## src/rtl/qg_pkg.sv

```systemverilog
package qg_pkg;
    localparam int TEMP_W = 4;
    localparam int TAG_W  = 8;

    typedef logic [TEMP_W-1:0] cost_t;

    typedef enum logic {
        PREC_FULL = 1'b0,
        PREC_HALF = 1'b1
    } prec_e;

    typedef struct packed {
        logic             valid;
        cost_t            cost;
        logic [TAG_W-1:0] tag;
    } slot_t;

    // Register-file entries needed by one quad
    function automatic cost_t entry_cost(input logic [TEMP_W-1:0] temps, input prec_e prec);
        logic [TEMP_W:0] rounded;
        rounded = {1'b0, temps} + {{TEMP_W{1'b0}}, 1'b1};
        if (prec == PREC_HALF) begin
            return rounded[TEMP_W:1];
        end
        return temps;
    endfunction
endpackage

```

## src/rtl/qg_delay_line.sv

```systemverilog
module qg_delay_line
    import qg_pkg::*;
#(
    parameter int DEPTH = 16
) (
    input  logic  clk,
    input  logic  rst,
    input  slot_t push,
    output slot_t tail
);
    slot_t stage_q [DEPTH];

    always_ff @(posedge clk) begin
        if (rst) begin
            for (int i = 0; i < DEPTH; i++) begin
                stage_q[i] <= '0;
            end
        end else begin
            stage_q[0] <= push;
            for (int i = 1; i < DEPTH; i++) begin
                stage_q[i] <= stage_q[i-1];
            end
        end
    end

    assign tail = stage_q[DEPTH-1];
endmodule

```

## src/rtl/qg_alloc.sv

```systemverilog
module qg_alloc
    import qg_pkg::*;
#(
    parameter int POOL   = 512,
    parameter int POOL_W = $clog2(POOL + 1)
) (
    input  logic              clk,
    input  logic              rst,
    input  logic              req_valid,
    input  cost_t             req_cost,
    input  logic              ret_valid,
    input  cost_t             ret_cost,
    output logic              grant_ok,
    output logic              accept,
    output logic [POOL_W-1:0] free_q
);
    localparam int SUM_W = POOL_W + 1;

    logic [SUM_W-1:0] avail;
    logic [SUM_W-1:0] ret_ext;
    logic [SUM_W-1:0] req_ext;
    logic [SUM_W-1:0] next_free;

    assign ret_ext  = ret_valid ? SUM_W'(ret_cost) : '0;
    assign req_ext  = SUM_W'(req_cost);
    assign avail    = SUM_W'(free_q) + ret_ext;
    assign grant_ok = (avail >= req_ext);
    assign accept   = req_valid && grant_ok;

    always_comb begin
        next_free = avail;
        if (accept) begin
            next_free = avail - req_ext;
        end
    end

    always_ff @(posedge clk) begin
        if (rst) begin
            free_q <= POOL_W'(POOL);
        end else begin
            free_q <= next_free[POOL_W-1:0];
        end
    end
endmodule

```

## src/rtl/qg_sat_counter.sv

```systemverilog
module qg_sat_counter #(
    parameter int W = 16
) (
    input  logic         clk,
    input  logic         rst,
    input  logic         inc,
    output logic [W-1:0] count
);
    localparam logic [W-1:0] TOP = '1;

    always_ff @(posedge clk) begin
        if (rst) begin
            count <= '0;
        end else if (inc && count != TOP) begin
            count <= count + 1'b1;
        end
    end
endmodule

```

## src/rtl/quad_admit_gate.sv

```systemverilog
module quad_admit_gate
    import qg_pkg::*;
#(
    parameter int DEPTH = 16,
    parameter int POOL  = 512,
    parameter int CNT_W = 16
) (
    input  logic                        clk,
    input  logic                        rst,
    input  logic                        in_valid,
    output logic                        in_ready,
    input  logic [TEMP_W-1:0]           in_temps,
    input  logic                        in_half,
    input  logic [TAG_W-1:0]            in_tag,
    output logic                        out_valid,
    output logic [TAG_W-1:0]            out_tag,
    output logic [TEMP_W-1:0]           out_cost,
    output logic [$clog2(POOL+1)-1:0]   free_entries,
    output logic [CNT_W-1:0]            launch_count,
    output logic [CNT_W-1:0]            bubble_count
);
    localparam int POOL_W = $clog2(POOL + 1);

    cost_t head_cost;
    logic  grant_ok;
    logic  accept;
    slot_t push_slot;
    slot_t tail_slot;

    assign head_cost = entry_cost(in_temps, prec_e'(in_half));

    qg_alloc #(
        .POOL   (POOL),
        .POOL_W (POOL_W)
    ) u_alloc (
        .clk       (clk),
        .rst       (rst),
        .req_valid (in_valid),
        .req_cost  (head_cost),
        .ret_valid (tail_slot.valid),
        .ret_cost  (tail_slot.cost),
        .grant_ok  (grant_ok),
        .accept    (accept),
        .free_q    (free_entries)
    );

    always_comb begin
        push_slot = '0;
        if (accept) begin
            push_slot.valid = 1'b1;
            push_slot.cost  = head_cost;
            push_slot.tag   = in_tag;
        end
    end

    qg_delay_line #(
        .DEPTH (DEPTH)
    ) u_line (
        .clk  (clk),
        .rst  (rst),
        .push (push_slot),
        .tail (tail_slot)
    );

    qg_sat_counter #(.W(CNT_W)) u_launch_cnt (
        .clk   (clk),
        .rst   (rst),
        .inc   (accept),
        .count (launch_count)
    );

    qg_sat_counter #(.W(CNT_W)) u_bubble_cnt (
        .clk   (clk),
        .rst   (rst),
        .inc   (in_valid && !grant_ok),
        .count (bubble_count)
    );

    assign in_ready  = grant_ok;
    assign out_valid = tail_slot.valid;
    assign out_tag   = tail_slot.tag;
    assign out_cost  = tail_slot.cost;
endmodule

```

## config.mk

```make
export PLATFORM = sky130hd
export DESIGN_NAME = quad_admit_gate
export DESIGN_NICKNAME = d
export VERILOG_FILES = /design/src/rtl/qg_pkg.sv /design/src/rtl/qg_delay_line.sv /design/src/rtl/qg_alloc.sv /design/src/rtl/qg_sat_counter.sv /design/src/rtl/quad_admit_gate.sv
export SDC_FILE = /design/constraint.sdc
export NUM_CORES = 1
export LEC_CHECK = 0
export ABC_AREA = 0
export BUFFER_PORTS_ARGS = -buffer_cell sky130_fd_sc_hd__buf_2
export CAP_MARGIN = 5
export CORE_MARGIN = 3
export CORE_UTILIZATION = 45
export DETAILED_ROUTE_END_ITERATION = 10
export PLACE_DENSITY_LB_ADDON = 0.08
export SLEW_MARGIN = 20
export SYNTH_ARGS = -nofsm -noshare
export SYNTH_HDL_FRONTEND = slang
export SYNTH_HIERARCHICAL = 1
export SYNTH_SLANG_ARGS = --single-unit
```

## constraint.sdc

```tcl
create_clock -name clk -period 4.2 [get_ports clk]
set_input_delay 0.21 -clock clk [delete_from_list [all_inputs] [get_ports clk]]
set_output_delay 0.21 -clock clk [all_outputs]
set_load 0.005 [all_outputs]
```

==> flow_summary.toml <==
[worst_hold_path]
worstHoldStart = "in_tag[1]"
min_path_cells = 3
min_path_type = "in2reg"
min_to = "u_line/stage_q[0][1]$_SDFF_PP0_"

[route]
drc_errors = 0
drt_iter0_drc = 182
drt_first_pass_iters = 4
wl_per_cell_um = 12.1
drt-vias-per-instance = 4.73
detail-route-antenna-nets = 0
dr_total_vias = 5344
routed_wirelength_um = 13700

[critical_path]
worst_setup_path_end_kind = "flop"
r2r_slack_ps = 240
path_max_fanout = 6
r2r-end = "u_bubble_cnt/count[6]$_SDFFE_PP0P_"
critPathKind = "reg2reg"
r2r_start = "u_line/stage_q[3][51]$_SDFF_PP0_"
cp-start-kind = "flop"
r2r_cells = 17
arrival_ps = 4390
critical_path_required_ps = 4620

[final_layout]
stdcell_count = 1131
drive_gt1_share_pct = 26.4
num-nets-final = 882
final_common_cell = "dfxtp_1"
mostFrequentLayoutCells = "dfxtp_1, nor2b_1, nor2b_2, buf_2, a21oi_1"
fin_util_pct = 53.2
area_growth_pct = 14.6
insertedDiodeCount = 0

[sta]
slew_viol_final = 0
min_period_over_period_pct = 94.4
worstMarginPinSlew_ps = 1060
fmax_mhz = 252
slew_headroom_pct = 29.7
setup_tns_ps = 0
min_period_ps = 3960
holdWs_ps = 22.6
clock-skew-final_ps = 15.9
setup_viol = 0
hold_viol = 0

[cts]
clkTransAtPathRegs_ps = 60
cts-root-buf = "clkbuf_16"
cts_tree = "yes"
clockBufferDepth = 3
cts_buffers = 25
h-tree-depth = 1
cts_num_sinks = 250
clock_latency_ps = 510

[power_and_ir_drop]
peakVddDrop_v = 0.000343
p_leak_nw = 3.96
p_switching_w = 0.00111
power_density_nw_per_um2 = 502
comb_power_share_pct = 7.3
internal_power_w = 0.00397
power_frac_clock_pct = 44.5
pwr-share-seq_pct = 48.2
swShare_pct = 21.8
total_power_w = 0.00507

[grt]
overflow = 0
antenna_found_initial = 0
grt_usage_pct = 12.5
grt_max_degree = 159
grt_first_pass_wirelength_um = 23100
first_global_vias = 5021

[logic_synthesis]
synth.avg_cell_area_sq_um = 11.2
synthesis.area_sq_um = 8830
synth_flop_cell = "dfxtp_1"
synth-warning-count = 6
ys_seq_elements = 250
syn-num-nets = 820
synth_cell_type_count = 59
synth_seq_area_share_pct = 56.7
synth-edff-count = 0
async_flop_share_pct = 0
syn_inst = 791

[outcome]
status = "finished clean"

[placed_design]
io_buffers = 71
place_inst = 1081
gp_congestion = 0.831
dp_hpwl_um = 8370

[floorplanning]
die_y_um = 146
die_w_um = 146
core_sq_um = 19000
initial_core_util_pct = 46.4
ios = 72
floorplan.die_area_sq_um = 21300
placementRows = 50

[flow_run]
cap_violations = 0
layer usage:
layer / vias to the layer above / global-route usage (%) / routed length (um)
li1: 2738 / - / -
met1: 2465 / 15.7 / 6230
met2: 107 / 20.9 / 6390
met3: 34 / 2.82 / 664
met4: 0 / 5.03 / 381
met5: - / 0 / 0
logic make-up after synthesis:
| family | Yosys count | share of synthesized area [%] |
|---|---|---|
| AO/OA/AOI/OAI | 78 | 6.28 |
| XOR/XNOR | 14 | 1.39 |
| adder cells (fa/ha/maj) | 13 | 2.01 |
| buffers and inverters | 64 | 4.69 |
| flip-flops | 250 | 56.7 |
| multiplexers | 7 | 0.836 |
| AND/OR/NAND/NOR | 365 | 28.1 |
power groups by stage:
| stage | clock (W) | sequential [W] | combinational [W] |
|---|---|---|---|
| detailed placement | 0 | 0.00250 | 0.000355 |
| global route | 0.00245 | 0.00245 | 0.000410 |
| floorplan | 0 | 0.00250 | 0.000275 |
| CTS | 0.00234 | 0.00245 | 0.000359 |
| finish | 0.00226 | 0.00245 | 0.000369 |
| global placement | 0 | 0.00250 | 0.000346 |
layout make-up:
type,count,area [sq um]
Fill cell,1708,8900
Sequential cell,250,5000
Multi-Input combinational cell,477,3420
Clock buffer,35,693
Timing Repair Buffer,81,445
Tap cell,260,325
Clock inverter,10,159
Inverter,18,67.6
stage by stage:
step,setup WS [ps],cell area (sq um)
after floorplan,360,8830
after global placement,271,9210
after detailed placement,102,9210
after CTS,66.0,10100
after global routing,-36.2,10100
final,237,10100
critical path: stages, from the launching register on:
cell and delay [ps]:
dfxtp_1 360, and2_1 140, ha_1 180, inv_1 60, fa_1 480, inv_1 80
ha_1 290, nor2b_1 140, o21ai_2 160, a21boi_2 110, a2111oi_4 400, nand4_2 240
nor2b_2 240, buf_4 160, and4_1 240, o41ai_1 130, or3_1 320, a21oi_1 140
sequential cells by signal (all words and copies together) (netlist names):
| register | count |
|---|---|
| u_line/stage_q | 208 |
| u_bubble_cnt/count | 16 |
| u_launch_cnt/count | 16 |
| u_alloc/free_q | 10 |
worst max path at each step:
stage / end / slack (ps) / start
after floorplan: u_bubble_cnt/count[7]$_SDFFE_PP0P_ / 360 / u_line/stage_q[3][51]$_SDFF_PP0_
after global placement: u_bubble_cnt/count[11]$_SDFFE_PP0P_ / 270 / u_line/stage_q[3][51]$_SDFF_PP0_
after detailed placement: u_bubble_cnt/count[11]$_SDFFE_PP0P_ / 100 / u_line/stage_q[3][51]$_SDFF_PP0_
after CTS: u_bubble_cnt/count[11]$_SDFFE_PP0P_ / 70 / u_line/stage_q[3][51]$_SDFF_PP0_
after global routing: u_bubble_cnt/count[6]$_SDFFE_PP0P_ / -40 / u_line/stage_q[3][51]$_SDFF_PP0_
final: u_bubble_cnt/count[6]$_SDFFE_PP0P_ / 240 / u_line/stage_q[3][51]$_SDFF_PP0_
what timing repair did:
item,4_1_cts,5_1_grt
hold buffers,2,0
gates resized for setup,0,5
endpoints found under the hold margin,2,0
endpoints found under the setup margin,0,13
setup buffers,0,3
synthesized netlist by cell type (3+ instances only):
cell type / n / share of area [%]
buf_4: 13 / 1.1
o21ai_0: 10 / 0.57
a21oi_1: 27 / 1.5
inv_1: 18 / 0.77
xor2_1: 3 / 0.30
or4_1: 14 / 1.2
nor2_1: 25 / 1.1
nor3_1: 10 / 0.57
buf_2: 10 / 0.57
nor4_1: 5 / 0.35
and2_1: 16 / 1.1
nand3_1: 15 / 0.85
nor2b_1: 126 / 8.9
xnor2_1: 11 / 1.1
buf_6: 15 / 1.9
and3_1: 6 / 0.43
o31ai_1: 12 / 1.0
and4_1: 6 / 0.60
a21o_1: 3 / 0.26
mux2_2: 3 / 0.38
or3_1: 6 / 0.43
nand2_1: 21 / 0.89
clkbuf_1: 5 / 0.21
nand4_1: 9 / 0.64
a31oi_1: 4 / 0.28
nor2b_2: 90 / 8.9
ha_1: 11 / 1.6
dfxtp_1: 250 / 57
buf_1: 3 / 0.13
mux2i_1: 4 / 0.45
(Power assumes the default switching activity.)
